$ cat config.mk
export PLATFORM = sky130hd
export DESIGN_NAME = fc_flow_ctrl
export DESIGN_NICKNAME = d
export VERILOG_FILES = /design/src/rtl/fc_flow_pkg.sv /design/src/rtl/fc_cts_sync.sv /design/src/rtl/fc_rts_hyst.sv /design/src/rtl/fc_tx_gate.sv /design/src/rtl/fc_flow_ctrl.sv
export SDC_FILE = /design/constraint.sdc
export NUM_CORES = 1
export LEC_CHECK = 0
export ABC_AREA = 1
export BUFFER_PORTS_ARGS = -buffer_cell sky130_fd_sc_hd__buf_2
export CORE_AREA = 2 2 39 41
export CTS_CLUSTER_DIAMETER = 30
export CTS_CLUSTER_SIZE = 16
export DETAILED_ROUTE_END_ITERATION = 8
export DIE_AREA = 0 0 41 43
export HOLD_SLACK_MARGIN = 0.08
export SYNTH_ARGS = -nofsm -noshare
export SYNTH_HDL_FRONTEND = slang
export SYNTH_SLANG_ARGS = --single-unit
export TNS_END_PERCENT = 10
$ cat constraint.sdc
create_clock -name clk -period 1.6 [get_ports clk]
set_input_delay 0.08 -clock clk [delete_from_list [all_inputs] [get_ports clk]]
set_output_delay 0.08 -clock clk [all_outputs]
set_load 0.05 [all_outputs]
$ cat src/rtl/fc_flow_pkg.sv
package fc_flow_pkg;
  localparam int CNT_W = 8;

  typedef struct packed {
    logic [CNT_W-1:0] hold_lvl;
    logic [CNT_W-1:0] release_lvl;
  } fc_band_t;

  // Hysteresis band for each trigger code: hold-off is one step above, release one step below.
  function automatic fc_band_t band_of(input logic [1:0] code);
    fc_band_t b;
    unique case (code)
      2'd0: begin b.hold_lvl = CNT_W'(16); b.release_lvl = CNT_W'(0);  end
      2'd1: begin b.hold_lvl = CNT_W'(56); b.release_lvl = CNT_W'(8);  end
      2'd2: begin b.hold_lvl = CNT_W'(60); b.release_lvl = CNT_W'(16); end
      default: begin b.hold_lvl = CNT_W'(60); b.release_lvl = CNT_W'(56); end
    endcase
    return b;
  endfunction
endpackage

$ cat src/rtl/fc_cts_sync.sv
module fc_cts_sync #(
  parameter int STAGES = 2
) (
  input  logic clk,
  input  logic rst_n,
  input  logic pin_n,
  output logic hold_req,
  output logic req_rise
);
  localparam int MSB = STAGES - 1;

  logic [MSB:0] chain_q;
  logic         last_q;

  generate
    if (STAGES == 1) begin : g_one
      always_ff @(posedge clk or negedge rst_n)
        if (!rst_n) chain_q <= '0;
        else        chain_q <= pin_n;
    end else begin : g_many
      always_ff @(posedge clk or negedge rst_n)
        if (!rst_n) chain_q <= '0;
        else        chain_q <= {chain_q[MSB-1:0], pin_n};
    end
  endgenerate

  always_ff @(posedge clk or negedge rst_n)
    if (!rst_n) last_q <= 1'b0;
    else        last_q <= chain_q[MSB];

  assign hold_req = chain_q[MSB];
  assign req_rise = chain_q[MSB] & ~last_q;

  // an edge pulse lasts exactly one cycle
  assert_rise_single_R10: assert property (@(posedge clk) disable iff (!rst_n)
    req_rise |=> !req_rise);
endmodule

$ cat src/rtl/fc_rts_hyst.sv
module fc_rts_hyst
  import fc_flow_pkg::*;
(
  input  logic             clk,
  input  logic             rst_n,
  input  logic             enable,
  input  logic [1:0]       trig_sel,
  input  logic [CNT_W-1:0] fill,
  output logic             holdoff
);
  fc_band_t band;
  logic     hold_q, hold_d;

  always_comb begin
    band   = band_of(trig_sel);
    hold_d = hold_q;
    if (!enable)                          hold_d = 1'b0;
    else if (!hold_q && fill >= band.hold_lvl)     hold_d = 1'b1;
    else if (hold_q && fill <= band.release_lvl)   hold_d = 1'b0;
  end

  always_ff @(posedge clk or negedge rst_n)
    if (!rst_n) hold_q <= 1'b0;
    else        hold_q <= hold_d;

  assign holdoff = hold_q;

  // inside the band, the hold-off state does not move
  assert_band_stable_R5: assert property (@(posedge clk) disable iff (!rst_n)
    (enable && $stable(trig_sel) && fill > band.release_lvl && fill < band.hold_lvl)
      |=> $stable(hold_q));
endmodule

$ cat src/rtl/fc_tx_gate.sv
module fc_tx_gate (
  input  logic clk,
  input  logic rst_n,
  input  logic enable,
  input  logic hold_req,
  input  logic tx_active,
  input  logic tx_char_done,
  output logic permit
);
  logic permit_q, permit_d;

  always_comb begin
    if (!enable || !hold_req)                         permit_d = 1'b1;
    else if (permit_q && tx_active && !tx_char_done)  permit_d = 1'b1;
    else                                              permit_d = 1'b0;
  end

  always_ff @(posedge clk or negedge rst_n)
    if (!rst_n) permit_q <= 1'b1;
    else        permit_q <= permit_d;

  assign permit = permit_q;

  // a character being shifted keeps its permit until its stop bit ends
  assert_no_cut_R7: assert property (@(posedge clk) disable iff (!rst_n)
    (permit_q && tx_active && !tx_char_done) |=> permit_q);
  // with gating off the permit never drops
  assert_gate_off_R9: assert property (@(posedge clk) disable iff (!rst_n)
    !enable |=> permit_q);
endmodule

$ cat src/rtl/fc_flow_ctrl.sv
module fc_flow_ctrl
  import fc_flow_pkg::*;
#(
  parameter int SYNC_STAGES = 2
) (
  input  logic             clk,
  input  logic             rst_n,
  input  logic             auto_rts_en,
  input  logic             auto_cts_en,
  input  logic             cts_irq_en,
  input  logic             host_rts,
  input  logic [1:0]       trig_sel,
  input  logic [CNT_W-1:0] rx_count,
  input  logic             tx_active,
  input  logic             tx_char_done,
  input  logic             status_rd,
  input  logic             cts_n,
  output logic             rts_n,
  output logic             tx_permit,
  output logic             flow_irq
);
  logic hold_req, req_rise, holdoff, irq_q, irq_set;

  fc_cts_sync #(.STAGES(SYNC_STAGES)) u_sync (
    .clk(clk), .rst_n(rst_n), .pin_n(cts_n),
    .hold_req(hold_req), .req_rise(req_rise)
  );

  fc_rts_hyst u_hyst (
    .clk(clk), .rst_n(rst_n), .enable(auto_rts_en),
    .trig_sel(trig_sel), .fill(rx_count), .holdoff(holdoff)
  );

  fc_tx_gate u_gate (
    .clk(clk), .rst_n(rst_n), .enable(auto_cts_en), .hold_req(hold_req),
    .tx_active(tx_active), .tx_char_done(tx_char_done), .permit(tx_permit)
  );

  assign irq_set = req_rise & auto_cts_en & cts_irq_en;

  always_ff @(posedge clk or negedge rst_n)
    if (!rst_n)         irq_q <= 1'b0;
    else if (irq_set)   irq_q <= 1'b1;
    else if (status_rd) irq_q <= 1'b0;

  assign flow_irq = irq_q;
  assign rts_n    = auto_rts_en ? holdoff : ~host_rts;

  // the status bit only rises when its enables were on
  assert_irq_enabled_R10: assert property (@(posedge clk) disable iff (!rst_n)
    $rose(irq_q) |-> ($past(cts_irq_en) && $past(auto_cts_en)));
  // a read without a new edge clears the bit
  assert_read_clears_R11: assert property (@(posedge clk) disable iff (!rst_n)
    (status_rd && !req_rise) |=> !irq_q);
endmodule

---- After elaboration in Yosys (flattened, before gate mapping) ----
Index checks and enable logic that the tools add are counted.
storage, ports and cells
  ROM bits ................................ 0
  bits of input ports ..................... 20
  latch bits .............................. 0
  register bits after elaboration ......... 6
  RAM bits ................................ 0
  memories kept ........................... 0
  output and inout port bits .............. 3
operators by class
  shift-type cells ........................ 0
  magnitude comparators ................... 2
  multipliers ............................. 0
  reduce and logical (&&, ||, !) cells .... 11
  equal/unequal tests ..................... 3
  bitwise operators ....................... 5
  add/sub/neg operators ................... 0
  divide/modulo/power cells ............... 0
  multiplexer cells ....................... 9
operator list
  kind                                                                   count
  14-bit one-hot mux with 3 select lines                                 1
  8-bit by 6-bit greater-or-equal comparator with 1-bit output           1
  8-bit less-or-equal comparator                                         1
  1-bit 2-to-1 mux                                                       8
  1-bit logical AND                                                      4
  1-bit logical NOT                                                      4
  1-bit AND                                                              3
  3-bit by 1-bit != test with 1-bit output, second input constant        1
  2-bit by 1-bit equality test with 1-bit output, second input constant  1
  2-bit equality test, second input constant                             1
  2-bit logical NOT                                                      1
  1-bit NOT                                                              2
  2-bit nonzero test                                                     1
  1-bit logical OR                                                       1

---- Depth between registers and ports, before layout ----
Gate-level depths: netlist (run 1).
  depth in word-level cells ............... 7
  depth in mapped cells ................... 9
  mapped depth without buffers ............ 9

---- Modules after synthesis ----
From an unflattened synthesis (run 1), not the netlist that was laid out.
unflattened totals
  cell total of the unflattened synthesis .. 67
  area, all modules ....................... 469.2 um^2
modules (own cells, without submodules)
  module        area an instance (um^2)  instances  cells an instance  seq. area each (um^2)
  fc_rts_hyst   287.8                    1          49                 25.0
  fc_cts_sync   85.1                     1          5                  75.1
  fc_flow_ctrl  50.0                     1          7                  25.0
  fc_tx_gate    46.3                     1          6                  26.3

---- Worst setup path before layout (run 1) ----
OpenSTA, ideal clock, no wires.
  kind .................................... input-to-output
  from .................................... in auto_rts_en
  to ...................................... out rts_n
  arrival ................................. 1.176 ns
  stages .................................. 1
  data required time ...................... 1.520 ns
  path slack .............................. 0.344 ns
  cell sequence ........................... o21ai_0
on the way
  word-level cells in the longest chain between the ends .. 1
ends and longest elaborated chain
  what                RTL line            RTL
  start: declaration  fc_flow_ctrl.sv:8   input logic auto_rts_en,
  1-bit 2-to-1 mux    fc_flow_ctrl.sv:47  assign rts_n = auto_rts_en ? holdoff : ~host_rts;
  end: declaration    fc_flow_ctrl.sv:18  output logic rts_n,
No other way between the ends.

---- Final worst setup path (run 1) ----
  from .................................... reg u_gate.permit_q (netlist: u_gate.permit)
  to ...................................... reg u_gate.permit_q (netlist: u_gate.permit)
on the way
  word-level cells in the longest chain between the ends .. 4
ends and longest elaborated chain
  what                             RTL line          RTL
  start: declaration               fc_tx_gate.sv:10  logic permit_q, permit_d;
  start signal: assignment         fc_tx_gate.sv:20  else permit_q <= permit_d;
  1-bit logical AND (2 in series)  fc_tx_gate.sv:14  else if (permit_q && tx_active && !tx_char_done) permit_d = 1'b1;
  1-bit 2-to-1 mux                 fc_tx_gate.sv:14
  1-bit 2-to-1 mux                 fc_tx_gate.sv:13  if (!enable || !hold_req) permit_d = 1'b1;
  named net u_gate.permit_d        fc_tx_gate.sv:10
The timed path passes the listed nets, and every way through them passes these cells.
A chain may end at the register's enable or synchronous reset.

==> reports/qor_table.md, run 1 <==
| Group | Parameter | This run |
|:---|:---|:---|
| run status | Result of the run | finished, final reports clean |
| min path | Hold Crit Class | in -> reg |
| worst setup path | Maximum fanout along the worst path | 2 |
| clock tree | Clock Root Buffer | sky130_fd_sc_hd__clkbuf_4 |
| placed design | Port-buffer cells | 22 |
| clock tree | Clock slew at reported path FFs | 0.05 ns |
| synth | Most area-hungry cell type in the Yosys netlist | sky130_fd_sc_hd__dfrtp_1 |
| sta | Slew Limit Headroom | 83.2% |
| clock tree | Max clock buf depth | 2 |
| sta | Max Clock Freq | 741 MHz |
| synth | Synthesized cell area | 420 sq um |
| pwr | Ratio of total power to cell area | 697 nW/um^2 |
| cells and area | Area of the multi-input gates | 213 sq um |
| floorplanning | DIE AREA | 1760 sq um |
| sta | Max-slew violation count | 0 |
| worst setup path | Worst setup path class | reg -> reg |
| cells and area | Non-Filler Instances | 104 |
| worst setup path | Kind of end point of the critical path | flip-flop |
| clock tree | Number of sinks handled by clock tree synthesis | 6 |
| sta | Setup slack after layout | 0.250 ns |
| sta | Hold_ws | 0.119 ns |
| worst setup path | Largest stage delay, worst path | 0.58 ns |
| sta | Final period util | 84.4% |
| floorplanning | Die Width | 41 um |
| grt | Pin count of the biggest net entering global routing | 7 |
| floorplanning | # rows | 14 |
| routing | Detailed Route Iter0 Violations | 5 |
| clock tree | Later-pin clock latency in the skew report | 0.24 ns |
| routing | Routed via count divided by cell count | 4.23 |
| sta | RSZ-0062 raised after global routing | no |
| floorplanning | IO Count | 23 |
| floorplanning | Initial cell density of the core | 30.4% |
| floorplanning | Core footprint | 1380 sq um |
| synth | Number of distinct library cells after synthesis | 14 |
| sta | Summed negative setup slack over all endpoints | 0 ns |
| synth | Mean instance size in the synthesized netlist | 7.25 sq um |
| routing | Number of nets with antenna violations after routing | 0 |
| clock tree | Clock buffers created by TritonCTS | 3 |
| routing | Detailed-route via count | 440 |
| cells and area | Final design area excluding fillers | 623 sq um |
| sta | Post-Route Skew | 0.00645 ns |
| grt | Global routing usage summed across all routing layers | 12.1% |
| routing | Detail-routed net length per standard cell | 8.30 um |
| placed design | Routability Congestion | 0.725 |
| grt | Wire length of the first global-routing pass | 1450 um |
| cells and area | Total Nets Final | 115 |
| synth | Synthesized Nets | 84 |
| cells and area | Area delta synth->final | 48.2% |
| worst setup path | Crit path DAT | 1.52 ns |
| placed design | Total half-perimeter wirelength after legalization and detailed placement | 726 um |
| synth | Part of the Yosys area used for sequential elements | 36.0% |
| sta | Total count of hold-check failures in the final report | 0 |
| grt | Number of global-route vias before repair | 411 |
| pwr | Worst supply voltage drop on vdd | 0.235 mV |
| worst setup path | Critical path's slowest cell | sky130_fd_sc_hd__dlygate4sd3_1 |
| routing | Wirelength, routed | 863 um |
| synth | Cell types with the largest area share after synthesis | sky130_fd_sc_hd__dfrtp_1 (30%), sky130_fd_sc_hd__ha_1 (18%), sky130_fd_sc_hd__inv_1 (12%), sky130_fd_sc_hd__nand2_1 (11%), sky130_fd_sc_hd__dfstp_2 (6.3%) |
| synth | Flop and latch count out of synthesis | 6 |
| sta | Final setup violating endpoints | 0 |
| pwr | Total leakage power | 0.364 nW |
| grt | Initial antenna violation count | 0 |
| cells and area | Number of antenna repair diodes | 0 |
| worst setup path | Cell chain of the critical path | nand2_1 -> o211ai_1 -> dlygate4sd3_1 |
| routing | # DRC | 0 |
| cells and area | Fill cell total of the finished layout | 150 |
| clock tree | CTS tree | done |
| worst setup path | Worst path required time | 1.77 ns |
| clock tree | CTS resizes | 0 |
| cells and area | Layout cells sized above 1 | 31.8% |
| flow run | Max cap viols | 0 |
| grt | Gr ovfl total | 0 |
| clock tree | H-Tree Level Count | 1 |
| routing | Length of the first detailed-routing pass in iterations | 3 |
| placed design | Placed Cells incl. Taps | 95 |
| placed design | Minimum setup slack after placement | 0.536 ns |
| worst setup path | Startpoint kind of the worst setup timing path | flip-flop |
| floorplanning | Die outline height | 43 um |
| synth | Instance count of the mapped netlist | 58 |
| sta | Period minus WS final | 1.35 ns |
| sta | Tightest Pin Transition | 0.253 ns |
| cells and area | Reg area | 151 sq um |
| placed design | Post-Place Cell Area | 547 sq um |
| synth | Synth warnings | 0 |
| synth | Post-synth top area share | 29.8% |
-- layout make-up --
| cell class | instances | area share [%] |
|---|---|---|
| Timing Repair Buffer | 27 | 25.7 |
| Sequential cell | 6 | 24.3 |
| Tap cell | 16 | 3.21 |
| Inverter | 14 | 8.43 |
| Multi-Input combinational cell | 37 | 34.1 |
| Clock buffer | 4 | 4.22 |
-- through the flow --
step / utilization [%] / power [mW]
floorplan: - / 0.236
global placement: 39.5 / 0.279
detailed placement: 39.5 / 0.280
CTS: 45.0 / 0.446
global route: 45.0 / 0.474
finish: 45.0 / 0.434
-- cells in the final DEF, fill, tap and decap left out, drive strengths merged, types with 2 or more instances in the layout --
cell,count
nand2,12
buf,22
dlygate4sd3,5
dfrtp,5
inv,14
clkbuf,4
nand4,2
o21ai,2
nand3,5
nor2,8
ha,6
-- Yosys cell counts --
master	instances
sky130_fd_sc_hd__inv_1	13
sky130_fd_sc_hd__nand2_1	12
sky130_fd_sc_hd__nor2_1	7
sky130_fd_sc_hd__ha_1	6
sky130_fd_sc_hd__dfrtp_1	5
sky130_fd_sc_hd__nand3_1	5
sky130_fd_sc_hd__nand4_1	2
sky130_fd_sc_hd__o21ai_0	2
sky130_fd_sc_hd__a21oi_1	1
sky130_fd_sc_hd__clkbuf_1	1
sky130_fd_sc_hd__dfstp_2	1
sky130_fd_sc_hd__inv_2	1
sky130_fd_sc_hd__nor2_2	1
sky130_fd_sc_hd__o211ai_1	1
-- where the power goes --
group	internal, mW	switching [mW]	total, mW
logic	0.0503	0.0674	0.118
clock network	0.0944	0.0538	0.148
registers	0.164	0.00457	0.168
-- metal layers --
metal  up-vias  GRT usage (%)  part of all wire (%)
li1        240              -                     -
met1       188           14.3                    45
met2        12           18.1                    50
met3         0           1.57                   5.3
met4         0           10.0                     0
met5         -              0                     0
-- final timing paths --
path | slack [ns] | startpoint | cells past startpoint | to
setup / recovery | 0.25 | u_gate.permit | 3 | u_gate.permit
hold / removal | 0.12 | cts_irq_en | 3 | flow_irq
setup reg to reg | 0.25 | u_gate.permit | 3 | u_gate.permit
hold reg to reg | 0.34 | u_sync.chain_q[0] | 0 | u_sync.chain_q[1]
max in group asynchronous | 1.19 | rst_n | 2 | u_gate.permit
min in group asynchronous | 0.18 | rst_n | 2 | u_sync.chain_q[1]
-- registers in the layout (all words and copies together) (netlist names) --
signal,count
u_hyst.holdoff,1
u_gate.permit,1
u_sync.chain_q,2
flow_irq,1
u_sync.last_q,1
-- cells by family after synthesis --
logic type,after synthesis,share of synthesized area [%]
simple gates,27,27.4
fa+ha+maj,6,17.9
flops,6,36.0
buf+inv,15,13.4
compound gates,4,5.36
-- critical path, delay by kind of cell (launching register included) --
kind	cells	cell delay [ns]
AOI/OAI and AO/OA	1	0.15
DFF	1	0.52
and+or+nand+nor	1	0.05
buffers and inverters	1	0.58
-- timing repair --
item,4_1_cts,5_1_grt
setup buffers,0,0
hold buffers,5,0
hold endpoints to repair,9,0
Power figures use the tool's default switching activity.
==> run 2: changes to the inputs <==
--- a/config.mk
+++ b/config.mk
@@ -5,7 +5,7 @@
 export SDC_FILE = /design/constraint.sdc
 export NUM_CORES = 1
 export LEC_CHECK = 0
-export ABC_AREA = 1
+export ABC_AREA = 0
 export BUFFER_PORTS_ARGS = -buffer_cell sky130_fd_sc_hd__buf_2
 export CORE_AREA = 2 2 39 41
 export CTS_CLUSTER_DIAMETER = 30
==> constraint.sdc (replaced) <==
create_clock -name clk -period 1.24 [get_ports clk]
set_input_delay 0.062 -clock clk [delete_from_list [all_inputs] [get_ports clk]]
set_output_delay 0.062 -clock clk [all_outputs]
set_load 0.05 [all_outputs]
==> reports/qor_table.md, run 2 <==
| Group | Parameter | This run | Change |
|:---|:---|:---|:---|
| floorplanning | DIE AREA | 1760 sq um | unchanged |
| sta | Max-slew violation count | 0 | unchanged |
| worst setup path | Worst path buffer plus inverter count | 1 | unchanged |
| sta | Final period util | 90.0% |  |
| clock tree | H-Tree Level Count | 1 | unchanged |
| synth | Proportion of synthesized flip-flops having asynchronous set or reset | 100% | unchanged |
| routing | # DRC | 0 | unchanged |
| synth | Synth cell count leaders | sky130_fd_sc_hd__ha_1 (6), sky130_fd_sc_hd__dfrtp_1 (5), sky130_fd_sc_hd__inv_1 (5) |  |
| cells and area | Total Nets Final | 97 | -16% |
| synth | Synthesized cell area | 375 sq um | -11% |
| worst setup path | Critical path's slowest cell | sky130_fd_sc_hd__dfrtp_1 |  |
| worst setup path | Cell chain of the critical path | nor2_2 -> a21oi_1 -> buf_2 |  |
| synth | Mux share of post-synthesis cell area | 0% | unchanged |
| synth | Synthesized Nets | 63 | -25% |
| synth | Cell types with the largest area share after synthesis | sky130_fd_sc_hd__dfrtp_1 (33%), sky130_fd_sc_hd__ha_1 (20%), sky130_fd_sc_hd__dfstp_2 (7.0%), sky130_fd_sc_hd__inv_1 (5.0%), sky130_fd_sc_hd__o311ai_2 (4.3%) |  |
| floorplanning | # rows | 14 | unchanged |
| worst setup path | Kind of end point of the critical path | primary output |  |
| worst setup path | Largest stage delay, worst path | 0.39 ns | -0.19 ns |
| worst setup path | Critical Path Stages | 3 | unchanged |
| routing | Detail-routed net length per standard cell | 9.72 um | +17% |
| synth | Most used DFF post-synth | sky130_fd_sc_hd__dfrtp_1 |  |
| routing | Routed via count divided by cell count | 4.60 | +8.8% |
| grt | Wire length of the first global-routing pass | 1440 um | -0.97% |
| flow run | Max cap viols | 0 | unchanged |
| synth | Most area-hungry cell type in the Yosys netlist | sky130_fd_sc_hd__dfrtp_1 |  |
| grt | Pin count of the biggest net entering global routing | 7 | unchanged |
| sta | Slew Limit Headroom | 83.6% | +0.40 points |
| pwr | Total leakage power | 0.315 nW | -14% |
| synth | Synth warnings | 0 | unchanged |
| sta | Setup slack after layout | 0.123 ns | -0.126 ns |
| synth | Dominant combinational cell family by area after synthesis | adder cells |  |
| grt | Gr ovfl total | 0 | unchanged |
| synth | Adder-cell share of the synthesized area | 20.0% | +2.1 points |
| synth | Instance count of the mapped netlist | 37 | -36% |
| routing | Detailed Route Iter0 Violations | 5 | unchanged |
| routing | Number of nets with antenna violations after routing | 0 | unchanged |
| clock tree | Later-pin clock latency in the skew report | 0.24 ns | about the same |
| routing | Detailed-route via count | 396 | -10% |
| worst setup path | Cell depth of the worst flop-to-flop path | 3 | unchanged |
| synth | Mean instance size in the synthesized netlist | 10.1 sq um | +40% |
| placed design | Port-buffer cells | 22 | unchanged |
| synth | Part of the Yosys area used for sequential elements | 40.3% | +4.3 points |
| sta | Period minus WS final | 1.12 ns |  |
| worst setup path | Top Family by Delay on Critical Path | flip-flops |  |
| cells and area | Area delta synth->final | 61.3% |  |
| worst setup path | FF-to-FF setup slack | 0.34 ns | +0.09 ns |
| sta | RSZ-0062 raised after global routing | no |  |
| placed design | Minimum setup slack after placement | -0.0861 ns | -0.622 ns |
| synth | Number of distinct library cells after synthesis | 19 | +5 |
| clock tree | Max clock buf depth | 2 | unchanged |
| synth | Number of enable flip-flop cells after synthesis | 0 | unchanged |
| sta | Post-Route Skew | 0.00736 ns | +0.000914 ns |
| cells and area | Layout cells sized above 1 | 42.9% | +11 points |
| worst setup path | Critical path origin | u_hyst.holdoff |  |
| routing | Length of the first detailed-routing pass in iterations | 3 | unchanged |
| clock tree | CTS tree | done |  |
| cells and area | Largest Register | u_sync.chain_q |  |
| floorplanning | Die Width | 41 um | unchanged |
| synth | Post-synth top area share | 33.3% | +3.6 points |
| min path | Hold Crit Class | in -> reg |  |
| sta | Tightest Pin Transition | 0.243 ns | -0.00978 ns |
| synth | Complex-gate fraction of the synthesized area | 18.7% | +13 points |
| run status | Result of the run | finished, final reports clean |  |
| floorplanning | Initial cell density of the core | 27.1% | -3.3 points |
| min path | Worst hold stages | 3 | unchanged |
| placed design | Total half-perimeter wirelength after legalization and detailed placement | 707 um | -2.7% |
| grt | Initial antenna violation count | 0 | unchanged |
| floorplanning | Die outline height | 43 um | unchanged |
| worst setup path | Startpoint kind of the worst setup timing path | flip-flop |  |
| worst setup path | Crit path DAT | 1.05 ns | -0.47 ns |
| grt | Number of global-route vias before repair | 401 | -2.4% |
| cells and area | Largest register FFs | 2 | unchanged |
| grt | Global routing usage summed across all routing layers | 12.2% | +0.11 points |
| worst setup path | Reg2Reg Capture Point | u_hyst.holdoff |  |
| floorplanning | Core footprint | 1380 sq um | unchanged |
| synth | Post-Synth XOR/XNOR Area | 0% | unchanged |
| synth | Most common cell in the synthesized netlist | sky130_fd_sc_hd__ha_1 |  |
| pwr | Ratio of total power to cell area | 943 nW/um^2 | +35% |
| worst setup path | Maximum fanout along the worst path | 3 | +1 |
| sta | Final setup violating endpoints | 0 | unchanged |
| synth | Basic-gate share of the synthesized area counting and, or, nand and nor cells | 15.0% | -12 points |
| clock tree | Clock buffers created by TritonCTS | 3 | unchanged |
| cells and area | Most common cell after layout, fill and taps aside | sky130_fd_sc_hd__buf_2 |  |
| clock tree | Clock Root Buffer | sky130_fd_sc_hd__clkbuf_4 |  |
| clock tree | Clock slew at reported path FFs | 0.05 ns | about the same |
| pwr | Worst supply voltage drop on vdd | 0.299 mV | +27% |
| cells and area | Number of antenna repair diodes | 0 | unchanged |
| cells and area | Util after Layout | 43.8% | -1.3 points |
| worst setup path | End point of the critical path | rts_n |  |
| floorplanning | IO Count | 23 | unchanged |
| pwr | Overall power after layout | 0.571 mW | +31% |
| worst setup path | Worst r2r src | u_hyst.holdoff |  |
| worst setup path | Worst path required time | 1.18 ns | -0.59 ns |
| sta | Total count of hold-check failures in the final report | 0 | unchanged |
| worst setup path | Worst setup path class | reg -> out |  |
| cells and area | Commonest cells after routing, fill and taps aside | sky130_fd_sc_hd__buf_2 (22), sky130_fd_sc_hd__ha_1 (6), sky130_fd_sc_hd__dlygate4sd3_1 (6) |  |
| clock tree | Number of sinks handled by clock tree synthesis | 6 | unchanged |
| routing | Wirelength, routed | 836 um | -3.1% |
| synth | Flop and latch count out of synthesis | 6 | unchanged |
| placed design | Routability Congestion | 0.678 | -6.6% |
| sta | Max Clock Freq | 896 MHz |  |
## run 2: cell count changes after synthesis, moves of 2 or more
cell	previous run	this run
sky130_fd_sc_hd__inv_1	13	5
sky130_fd_sc_hd__nand2_1	12	2
sky130_fd_sc_hd__nand3_1	5	1
sky130_fd_sc_hd__nand4_1	2	0
sky130_fd_sc_hd__nor2_1	7	3
## run 2: layer usage
| layer | GRT usage, % | vias up | share of wire (%) |
|---|---|---|---|
| met2 | 22.2 | 17 | 54 |
| met1 | 10.5 | 178 | 37 |
| met3 | 3.14 | 0 | 8.9 |
| met5 | 0 | - | 0 |
| met4 | 8.00 | 0 | 0 |
| li1 | - | 201 | - |
## run 2: worst min-delay path by stage
stage,from,end,slack (ns)
2_1_floorplan,rst_n,flow_irq,-0.23
3_3_place_gp,rst_n,u_sync.chain_q[1],-0.11
3_5_place_dp,rst_n,u_sync.chain_q[1],-0.11
4_1_cts,rx_count[6],u_hyst.holdoff,0.09
5_1_grt,rx_count[6],u_hyst.holdoff,0.11
6_report,rx_count[6],u_hyst.holdoff,0.10
## run 2: worst register-to-register path, stage by stage, from the launching register on
cell	delay, ns
sky130_fd_sc_hd__dfrtp_1	0.39
sky130_fd_sc_hd__nor2_2	0.16
sky130_fd_sc_hd__nand3_1	0.11
sky130_fd_sc_hd__o211ai_1	0.16
## run 2: layout make-up
cell class	instances	area [sq um]
inverter	5	18.8
clock buffer	4	26.3
timing repair buffer	30	185
fill	134	778
sequential	6	151
multi-input combinational	25	204
tap	16	20.0
## run 2: where the power goes
part / internal [mW] / switching [mW]
sequential: 0.213 / 0.00929
combinational: 0.0769 / 0.0857
clock: 0.121 / 0.0642
## run 2: timing repair
item,CTS,global route
gates resized for setup,0,1
hold endpoints to repair,9,0
endpoints found under the setup margin,0,1
setup buffers,0,0
hold buffers,6,0
## run 2: kinds of logic after synthesis
group,count (synthesis)
and+or+nand+nor,10
AOI/OAI and AO/OA,9
buffers and inverters,6
adders and majority gates,6
DFF,6
## run 2: per-stage QoR
step	std cells	cell area (sq um)	hold WS, ns	TNS [ns]
after floorplan	37	375	-0.234	0
after global placement	76	517	-0.112	-0.0675
after detailed placement	76	517	-0.111	-0.0861
after CTS	86	603	0.0941	0
after global routing	86	606	0.106	0
final	86	606	0.101	0
